File: src/rtl/legacy_io_decode.sv
module legacy_io_decode #(
  parameter int AW      = 16,
  parameter int ALIAS_W = 10
)(
  input  logic          clk,
  input  logic          rst_n,
  input  logic          io_valid,
  input  logic          io_wr,
  input  logic [AW-1:0] io_addr,
  input  logic          cfg_legacy_off,
  input  logic          cfg_dec10,
  input  logic          cfg_sb_en,
  input  logic          cfg_fm_en,
  input  logic          cfg_mpu_en,
  input  logic          cfg_joy_en,
  input  logic [AW-1:0] cfg_sb_base,
  input  logic [AW-1:0] cfg_fm_base,
  input  logic [AW-1:0] cfg_mpu_base,
  input  logic [AW-1:0] cfg_joy_base,
  output logic          claim,
  output logic          sel_sb,
  output logic          sel_fm,
  output logic          sel_mpu,
  output logic          sel_joy,
  output logic [3:0]    reg_id,
  output logic [3:0]    sub_off,
  output logic          fm_array
);
  localparam int SB_LO  = 4;
  localparam int FM_LO  = 2;
  localparam int MPU_LO = 1;

  localparam logic [3:0] ID_NONE  = 4'd0;
  localparam logic [3:0] ID_FMST  = 4'd1;
  localparam logic [3:0] ID_FMA0  = 4'd2;
  localparam logic [3:0] ID_FMD0  = 4'd3;
  localparam logic [3:0] ID_FMA1  = 4'd4;
  localparam logic [3:0] ID_FMD1  = 4'd5;
  localparam logic [3:0] ID_MIXA  = 4'd6;
  localparam logic [3:0] ID_MIXD  = 4'd7;
  localparam logic [3:0] ID_DSPR  = 4'd8;
  localparam logic [3:0] ID_DSP   = 4'd9;
  localparam logic [3:0] ID_MPUD  = 4'd10;
  localparam logic [3:0] ID_MPUS  = 4'd11;
  localparam logic [3:0] ID_MPUC  = 4'd12;
  localparam logic [3:0] ID_JOY   = 4'd13;

  logic [AW-1:0] amask, d_sb, d_fm, d_mpu, d_joy;
  logic          live, sb_hit, fm_hit, mpu_hit, joy_hit, sb_to_fm;
  logic [3:0]    sb_off;
  logic [1:0]    fport;

  assign amask = cfg_dec10 ? {{(AW-ALIAS_W){1'b0}}, {ALIAS_W{1'b1}}} : '1;
  assign d_sb  = (io_addr ^ cfg_sb_base)  & amask;
  assign d_fm  = (io_addr ^ cfg_fm_base)  & amask;
  assign d_mpu = (io_addr ^ cfg_mpu_base) & amask;
  assign d_joy = (io_addr ^ cfg_joy_base) & amask;

  assign live    = io_valid & ~cfg_legacy_off;
  assign sb_hit  = live & cfg_sb_en  & (d_sb[AW-1:SB_LO]   == '0);
  assign fm_hit  = live & cfg_fm_en  & (d_fm[AW-1:FM_LO]   == '0) & ~sb_hit;
  assign mpu_hit = live & cfg_mpu_en & (d_mpu[AW-1:MPU_LO] == '0) & ~sb_hit & ~fm_hit;
  assign joy_hit = live & cfg_joy_en & (d_joy == '0) & ~sb_hit & ~fm_hit & ~mpu_hit;

  assign sb_off   = io_addr[3:0];
  assign sb_to_fm = (sb_off < 4'd4) | (sb_off == 4'd8);

  assign sel_sb  = sb_hit & ~sb_to_fm;
  assign sel_fm  = fm_hit | (sb_hit & sb_to_fm);
  assign sel_mpu = mpu_hit;
  assign sel_joy = joy_hit;
  assign claim   = sel_sb | sel_fm | sel_mpu | sel_joy;

  assign fport = sb_hit ? ((sb_off == 4'd8) ? 2'd0 : sb_off[1:0]) : io_addr[1:0];

  always_comb begin
    reg_id = ID_NONE;
    if (sel_fm) begin
      case (fport)
        2'd0:    reg_id = io_wr ? ID_FMA0 : ID_FMST;
        2'd1:    reg_id = ID_FMD0;
        2'd2:    reg_id = io_wr ? ID_FMA1 : ID_FMST;
        default: reg_id = ID_FMD1;
      endcase
    end else if (sel_sb) begin
      case (sb_off)
        4'd4:    reg_id = ID_MIXA;
        4'd5:    reg_id = ID_MIXD;
        4'd6:    reg_id = ID_DSPR;
        default: reg_id = ID_DSP;
      endcase
    end else if (mpu_hit) begin
      reg_id = io_addr[0] ? (io_wr ? ID_MPUC : ID_MPUS) : ID_MPUD;
    end else if (joy_hit) begin
      reg_id = ID_JOY;
    end
  end

  assign sub_off = sb_hit  ? sb_off :
                   fm_hit  ? {2'b00, io_addr[1:0]} :
                   mpu_hit ? {3'b000, io_addr[0]} : 4'd0;

  always_ff @(posedge clk or negedge rst_n) begin
    if (!rst_n)                fm_array <= 1'b0;
    else if (reg_id == ID_FMA0) fm_array <= 1'b0;
    else if (reg_id == ID_FMA1) fm_array <= 1'b1;
  end
endmodule


File: config.mk
export PLATFORM = sky130hd
export DESIGN_NAME = legacy_io_decode
export DESIGN_NICKNAME = d
export VERILOG_FILES = /design/src/rtl/legacy_io_decode.sv
export SDC_FILE = /design/constraint.sdc
export NUM_CORES = 1
export LEC_CHECK = 0
export BUFFER_PORTS_ARGS = -buffer_cell sky130_fd_sc_hd__buf_2
export CAP_MARGIN = 15
export CELL_PAD_IN_SITES_DETAIL_PLACEMENT = 0
export CELL_PAD_IN_SITES_GLOBAL_PLACEMENT = 1
export CORE_MARGIN = 2
export CORE_UTILIZATION = 25
export DETAILED_ROUTE_END_ITERATION = 12
export GPL_ROUTABILITY_DRIVEN = 0
export HOLD_SLACK_MARGIN = 0.05
export PLACE_DENSITY = 0.92
export SLEW_MARGIN = 20
export SYNTH_ARGS = -nofsm -noshare
export SYNTH_HDL_FRONTEND = slang
export SYNTH_SLANG_ARGS = --single-unit
File: constraint.sdc
create_clock -name clk -period 5.29 [get_ports clk]
set_input_delay 1.587 -clock clk [delete_from_list [all_inputs] [get_ports clk]]
set_output_delay 1.587 -clock clk [all_outputs]
set_load 0.02 [all_outputs]
==> flow_metrics.env, run 1 <==
export IMPL_grt_pass1_wl_um=6380
export IMPL_min_delay_start="fm_array"
export IMPL_routedWlPerCell_um=12.7
export IMPL_globalRouteMet1Util=0.177
export IMPL_synthAdderAreaFrac=0
export IMPL_r2r_start="fm_array"
export IMPL_synth_top_area_frac=0.230
export IMPL_dieArea_um2=5440
export IMPL_ios=104
export IMPL_worst_pin_slew_ns=0.508
export IMPL_layout_cells_non_filler=321
export IMPL_top_register="fm_array"
export IMPL_core_rowCount=25
export IMPL_ys_seq_area_frac=0.0206
export IMPL_ir_worst_vdd_uv=28.3
export IMPL_globalRouteOverflowTotal=0
export IMPL_slowest_delay_ns=0.55
export IMPL_clkTransAtPathRegs_ns=0
export IMPL_critPathLaunch="io_addr[6]"
export IMPL_powerDensity_nw_per_um2=68.4
export IMPL_start_util=0.259
export IMPL_yosys_area_share_xor_xnor=0.410
export IMPL_grt_busiest_layer="met2"
export IMPL_ys_flop_type="dfrtp_1"
export IMPL_syn_area_per_cell_um2=7.28
export IMPL_top_regs="fm_array (1)"
export IMPL_ant_nets=0
export IMPL_synth_net_count=257
export IMPL_critPathMaxFanout=6
export IMPL_synth_edf_count=0
export IMPL_fin_crit_sh=0.972
export IMPL_worst_setup_path_start_kind="input port"
export IMPL_rsz0062_at_grt="false"
export IMPL_syn_instance_count=167
export IMPL_critPathTopFamily="simple AND/OR/NAND/NOR gates"
export IMPL_slew_headroom=0.661
export IMPL_hpwl_um=3730
export IMPL_outcome="finished, final reports clean"
export IMPL_grt_pass1_vias=1523
export IMPL_fp_dieH_um=73.7
export IMPL_setup_viol=0
export IMPL_ys_async_sr_fraction=1.00
export IMPL_synth_top_family_by_area="XOR/XNOR gates"
export IMPL_synthTopCellsByArea="xnor2_1 (23%), xor2_1 (18%), nand3_1 (4.5%)"
export IMPL_slew_viol_final=0
export IMPL_clock_fmax_ghz=0.194
export IMPL_synth_seq_cells=1
export IMPL_grt_usage=0.144
export IMPL_dr_first_iter_drc_count=24
export IMPL_drt_pass1_iterations=4
export IMPL_cp_data_required_time_ns=3.70
export IMPL_grt_max_degree=11
export IMPL_largest_reg_flops=1
export IMPL_timing_hold_ws_ns=0.556
export IMPL_muxShareOfSynthArea=0
export IMPL_n_antenna_cell=0
export IMPL_synthSimpleGateAreaFrac=0.331
export IMPL_grt_antenna_before_repair=0
export IMPL_placed_cells=321
export IMPL_final_nets=359
export IMPL_postCtsHoldBufs=0
export IMPL_grt_util_met2=0.281
export IMPL_core_area_um2=4690
export IMPL_finClkSkew_ns=0
export IMPL_die_w_um=73.7
export IMPL_viasPerCell=4.84
export IMPL_cp_arrival_ns=3.56
export IMPL_syn_area_um2=1220
export IMPL_vias=1555
export IMPL_drive_gt1_frac=0.442
export IMPL_layout_min_cycle_time_ns=5.14
export IMPL_yosysUniqueCellTypes=43
export IMPL_hp_class="flip-flop to flip-flop"
export IMPL_p_leak_nw=0.828
export IMPL_endpoint_kind="output port"
export IMPL_slowest_stage="or4_4"
export IMPL_worst_setup_path_type="input port to output port"
export IMPL_io_buffers=96
export IMPL_hold_violations=0
export IMPL_nFillCells=489
export IMPL_cap_violations=0
export IMPL_ctsResizeCount=0
export IMPL_area_growth_pct=49.6
export IMPL_route_detailed_drc=0
export IMPL_use_met3=0.0110
export IMPL_crit_buf_inv=3
export IMPL_tns_ns=0
export IMPL_synth_most_common_cell="xnor2_1"
export IMPL_routed_wl_um=4070
export IMPL_synthTopCellsByCount="xnor2_1 (32), xor2_1 (25), nand3_1 (11), nor2_1 (11), nand2_1 (10)"
export IMPL_post_cts_setup_buffers=0
export IMPL_yosys_area_top_type="xnor2_1"
export IMPL_synth_compound_area_frac=0.209
export IMPL_clk_latency_ns=0
export IMPL_path_cells="buf_2 > xor2_1 > or4_4 > or4_4 > clkinv_4 > nor2_1 > a221oi_2 > o21a_1 > buf_2"
export IMPL_yosysWarnings=0
export IMPL_power_mw=0.124
final timing paths:
path                                   to  slack (ns)  depth (start not counted)
worst max-delay path            reg_id[0]        0.15                          9
min in group asynchronous        fm_array        1.36                          1
max in group asynchronous        fm_array        3.84                          1
worst max register to register   fm_array        4.28                          4
worst min-delay path             fm_array        0.56                          2
worst min register to register   fm_array        0.56                          2
report_power, final:
part           total, mW  switching, mW  leakage, nW  internal [mW]
logic              0.116         0.0565        0.819         0.0591
registers        0.00883       0.000528      0.00894        0.00830
clock network          0              0            0              0
area by class of cell:
type,count,area [um^2],share of cell area
Sequential cell,1,25.0,0.0138
Inverter,2,12.5,0.00688
Timing Repair Buffer,106,556,0.305
Multi-Input combinational cell,158,1160,0.637
Tap cell,54,67.6,0.0371
logic make-up after synthesis:
family,after synthesis
xor+xnor,57
flops,1
simple gates,71
compound gates,30
buf+inv,8
per-layer routing:
layer / vias to the layer above / share of wire
met5: - / 0
met4: 0 / 0.0056
met3: 2 / 0.071
met2: 66 / 0.49
met1: 678 / 0.43
li1: 809 / -
through the flow:
stage | area (um^2) | setup slack [ns] | utilization
floorplan | 1220 | 0.0521 | -
global placement | 1820 | 0.0526 | 0.388
detailed placement | 1820 | 0.0427 | 0.388
CTS | 1820 | 0.0387 | 0.388
global route | 1820 | 0.0351 | 0.388
finish | 1820 | 0.148 | 0.388
worst register-to-register path: stages (launching register included):
cell,delay (ns)
dfrtp_1,0.39
inv_1,0.08
o311ai_0,0.11
o2111ai_1,0.20
o21ai_1,0.08
layout by cell type (no fill, tap or decap), drive strengths merged, types with 2 or more instances in the layout:
cell,n
o21ai,4
buf,106
nand2b,3
a21oi,3
and3,2
nand4,3
a31o,3
a31oi,2
nand3,11
nor2,11
nor4,6
o2111ai,2
nand2,10
nor3,6
or4,5
xnor2,32
nor2b,7
o2bb2ai,2
o21a,3
xor2,25
No activity file was read; power rests on OpenSTA's default activity.
==> run 2, diff against run 1 <==
Settings changed: REMOVE_ABC_BUFFERS set to 1.
==> run 2 against run 1 <==
Against the previous run: die area unchanged; power decreased by 0.58%; largest cell class unchanged; first-iteration DRC count is 54% higher; largest power group unchanged; sequential power about the same; final cell count shrank 0.31%; worst hold slack gained 0.0043 ns; critical path depth unchanged; clock skew stayed put; sequential cell count stayed put; routed wire length decreased by 3.2%; setup slack got worse by 0.024 ns.
==> flow_metrics.env, run 2 (synthesis results as in run 1) <==
export IMPL_layout_min_cycle_time_ns=5.17
export IMPL_rsz0062_at_grt="false"
export IMPL_timing_hold_ws_ns=0.560
export IMPL_grt_pass1_vias=1465
export IMPL_r2r_start="fm_array"
export IMPL_p_leak_nw=0.823
export IMPL_endpoint_kind="output port"
export IMPL_grt_antenna_before_repair=0
export IMPL_critPathLaunch="io_addr[6]"
export IMPL_top_regs="fm_array (1)"
export IMPL_die_w_um=73.7
export IMPL_slew_viol_final=0
export IMPL_r2r_cells=4
export IMPL_layout_common_cells="buf_2 (96), xnor2_1 (32), xor2_1 (25), nor2_1 (11), nand3_1 (11)"
export IMPL_min_delay_start="fm_array"
export IMPL_globalRouteOverflowTotal=0
export IMPL_top_register="fm_array"
export IMPL_route_detailed_drc=0
export IMPL_layout_commonest_cell="buf_2"
export IMPL_reg2reg_setup_slack_ns=4.28
export IMPL_utilization=0.387
export IMPL_post_cts_setup_buffers=0
export IMPL_core_rowCount=25
export IMPL_clock_fmax_ghz=0.194
export IMPL_cap_violations=0
export IMPL_final_nets=358
export IMPL_reg2reg_to="fm_array"
export IMPL_powerDensity_nw_per_um2=68.1
export IMPL_slowest_delay_ns=0.55
export IMPL_layout_cells_non_filler=320
export IMPL_outcome="finished, final reports clean"
export IMPL_grt_usage=0.138
export IMPL_clk_latency_ns=0
export IMPL_fp_dieH_um=73.7
export IMPL_drive_gt1_frac=0.444
export IMPL_hold_violations=0
export IMPL_postCtsHoldBufs=0
export IMPL_core_area_um2=4690
export IMPL_placed_cells=320
export IMPL_critPathMaxFanout=6
export IMPL_start_util=0.259
export IMPL_crit_end="reg_id[0]"
export IMPL_crit_buf_inv=3
export IMPL_slew_headroom=0.660
export IMPL_dieArea_um2=5440
export IMPL_slowest_stage="or4_4"
export IMPL_routed_wl_um=3940
export IMPL_dr_first_iter_drc_count=37
export IMPL_n_antenna_cell=0
export IMPL_ir_worst_vdd_uv=33.5
export IMPL_ant_nets=0
export IMPL_critPathTopFamily="simple AND/OR/NAND/NOR gates"
export IMPL_path_cells="buf_2 > xor2_1 > or4_4 > or4_4 > clkinv_4 > nor2_1 > a221oi_2 > o21a_1 > buf_2"
export IMPL_cp_data_required_time_ns=3.70
export IMPL_vias=1553
export IMPL_clkTransAtPathRegs_ns=0
export IMPL_io_buffers=96
export IMPL_hp_class="flip-flop to flip-flop"
export IMPL_area_growth_pct=49.4
export IMPL_drt_pass1_iterations=5
export IMPL_grt_pass1_wl_um=6100
export IMPL_ios=104
export IMPL_worst_setup_path_type="input port to output port"
export IMPL_hpwl_um=3610
export IMPL_worst_pin_slew_ns=0.503
export IMPL_routedWlPerCell_um=12.3
export IMPL_fin_crit_sh=0.977
export IMPL_worst_setup_path_start_kind="input port"
export IMPL_largest_reg_flops=1
export IMPL_finClkSkew_ns=0
export IMPL_viasPerCell=4.85
export IMPL_grt_max_degree=11
export IMPL_setup_viol=0
export IMPL_cp_depth=9
export IMPL_cp_arrival_ns=3.58
run 2: cell count changes in the layout (fill, tap and decap cells not counted):
cell,change
a22oi_1,-1
a22oi_2,+1
buf_4,-1
run 2: cell type report:
class	instances	area (um^2)
repair buffers	105	548
flip-flops and latches	1	25.0
fillers	494	2880
well taps	54	67.6
inverters	2	12.5
multi-input cells	158	1160
run 2: layer usage:
metal,track usage,routed length (um)
met5,0,0
met4,0,0
met3,0.00960,306
met2,0.273,2010
met1,0.169,1630
run 2: through the flow:
step                      setup TNS, ns  worst slack (ns)  cell area (um^2)  power (mW)
final                                 0             0.123              1820       0.124
after global routing                  0            0.0126              1820       0.137
after CTS                             0            0.0881              1810       0.125
after detailed placement      -0.000604         -0.000604              1810       0.125
after global placement                0            0.0478              1810       0.123
after floorplan                       0            0.0742              1190      0.0661
run 2: report_power, final:
group | switching [mW] | total (mW) | internal, mW | leakage (nW)
sequential | 0.000529 | 0.00883 | 0.00830 | 0.00894
clock | 0 | 0 | 0 | 0
combinational | 0.0562 | 0.115 | 0.0587 | 0.814
total | 0.0567 | 0.124 | 0.0670 | 0.823
run 2: worst register-to-register path, stage by stage, from the launching register on:
cell and delay (ns):
dfrtp_1 0.39, inv_1 0.08, o311ai_0 0.11, o2111ai_1 0.21
o21ai_1 0.09
run 2: worst min path at each step:
stage / endpoint / cells past startpoint
floorplan: fm_array / 2
global placement: fm_array / 2
detailed placement: fm_array / 2
CTS: fm_array / 2
global route: fm_array / 2
finish: fm_array / 2
run 2: repair_timing:
item                                    CTS  global route
pin swaps                                 1             0
resized for setup                         0             2
endpoints found under the setup margin    1             1
hold endpoints to repair                  0             0
==> run 3, diff against run 2 <==
Settings changed: BUFFER_PORTS_ARGS -buffer_cell sky130_fd_sc_hd__buf_2 to -buffer_cell sky130_fd_sc_hd__buf_4.
==> run 3 against run 2 <==
Against the previous run: maximum frequency up 0.94%; sequential cell count unchanged; via count up 1.3%; register-to-register slack about the same; cell area up 14%; die area unchanged; first-iteration DRC count down 46%; sequential power about the same; critical path type unchanged; critical endpoint unchanged.
==> flow_metrics.env, run 3 (synthesis results as in run 1) <==
export IMPL_critPathTopFamily="simple AND/OR/NAND/NOR gates"
export IMPL_final_nets=360
export IMPL_grt_max_degree=11
export IMPL_setup_viol=0
export IMPL_layout_common_cells="buf_4 (107), xnor2_1 (32), xor2_1 (25), nor2_1 (11), nand3_1 (11)"
export IMPL_critPathMaxFanout=4
export IMPL_slew_viol_final=0
export IMPL_cp_arrival_ns=3.53
export IMPL_worst_setup_path_start_kind="input port"
export IMPL_ir_worst_vdd_uv=31.5
export IMPL_slew_headroom=0.687
export IMPL_grt_busiest_layer="met2"
export IMPL_globalRouteMet1Util=0.162
export IMPL_endpoint_kind="output port"
export IMPL_crit_buf_inv=3
export IMPL_viasPerCell=4.89
export IMPL_clkTransAtPathRegs_ns=0
export IMPL_grt_pass1_wl_um=6340
export IMPL_grt_util_met2=0.282
export IMPL_top_register="fm_array"
export IMPL_multi_input_area_um2=1160
export IMPL_tns_ns=0
export IMPL_grt_antenna_before_repair=0
export IMPL_cp_data_required_time_ns=3.70
export IMPL_power_mw=0.141
export IMPL_area_growth_pct=69.8
export IMPL_worst_pin_slew_ns=0.463
export IMPL_p_leak_nw=0.902
export IMPL_path_cells="buf_4 > xor2_1 > or4_1 > nor4_1 > nand2b_1 > nor2b_1 > buf_4 > a221oi_2 > o21a_1 > buf_4"
export IMPL_regArea_um2=25.0
export IMPL_vias=1573
export IMPL_grt_pass1_vias=1552
export IMPL_use_met3=0.0178
export IMPL_finClkSkew_ns=0
export IMPL_powerDensity_nw_per_um2=68.1
export IMPL_routed_wl_um=4040
export IMPL_core_rowCount=25
export IMPL_hp_class="flip-flop to flip-flop"
export IMPL_hpwl_um=3700
export IMPL_ctsResizeCount=0
export IMPL_worst_setup_path_type="input port to output port"
export IMPL_routedWlPerCell_um=12.5
export IMPL_layout_commonest_cell="buf_4"
export IMPL_io_buffers=96
export IMPL_drt_pass1_iterations=4
export IMPL_core_area_um2=4690
export IMPL_route_detailed_drc=0
export IMPL_rsz0062_at_grt="false"
export IMPL_dieArea_um2=5440
export IMPL_hold_violations=0
export IMPL_fin_crit_sh=0.968
export IMPL_grt_usage=0.142
export IMPL_clock_fmax_ghz=0.195
export IMPL_fp_dieH_um=73.7
export IMPL_globalRouteOverflowTotal=0
export IMPL_ios=104
export IMPL_crit_top_cell="buf_4"
export IMPL_layout_min_cycle_time_ns=5.12
export IMPL_cap_violations=0
export IMPL_start_util=0.259
export IMPL_ant_nets=0
export IMPL_die_w_um=73.7
export IMPL_layout_cells_non_filler=322
export IMPL_post_cts_setup_buffers=0
export IMPL_dr_first_iter_drc_count=20
export IMPL_dpl_cell_area_um2=2060
export IMPL_largest_reg_flops=1
export IMPL_top_regs="fm_array (1)"
export IMPL_drive_gt1_frac=0.440
export IMPL_clk_latency_ns=0
export IMPL_slowest_delay_ns=0.52
export IMPL_nFillCells=496
export IMPL_n_antenna_cell=0
export IMPL_utilization=0.440
export IMPL_stdcell_area_um2=2060
export IMPL_outcome="finished, final reports clean"
export IMPL_slowest_stage="or4_1"
export IMPL_placed_cells=322
export IMPL_postCtsHoldBufs=0
run 3: layout make-up:
class / count / area share
Inverter: 2 / 0.00606
Sequential cell: 1 / 0.0121
Multi-Input combinational cell: 158 / 0.560
Timing Repair Buffer: 107 / 0.389
Tap cell: 54 / 0.0327
run 3: path summary, 6_finish.rpt:
kind	from	endpoint	slack, ns	cells after the start
min	fm_array	fm_array	0.56	2
min reg2reg	fm_array	fm_array	0.56	2
max	io_addr[4]	reg_id[0]	0.17	10
max in group asynchronous	rst_n	fm_array	3.85	1
max reg2reg	fm_array	fm_array	4.28	4
min in group asynchronous	rst_n	fm_array	1.36	1
run 3: where the power goes:
group,internal (mW),total (mW),switching [mW]
Clock,0,0,0
Combinational,0.0761,0.132,0.0556
Sequential,0.00830,0.00884,0.000541
Total,0.0844,0.141,0.0561
run 3: per-stage QoR:
step / hold WS [ns] / setup slack (ns)
finish: 0.561 / 0.171
global route: 0.590 / 0.0555
CTS: 0.578 / 0.0719
detailed placement: 0.577 / 0.0727
global placement: 0.582 / 0.0857
floorplan: 0.617 / 0.0742
run 3: metal layers:
layer  wire length, um  part of all wire
met1              1630              0.40
met2              2050              0.51
met3               319             0.079
met4                44             0.011
met5                 0                 0
run 3: worst min-delay path, delay by kind of cell (launching register included):
kind | cells | cell delay, ns
AOI/OAI and AO/OA | 2 | 0.12
DFF | 1 | 0.39
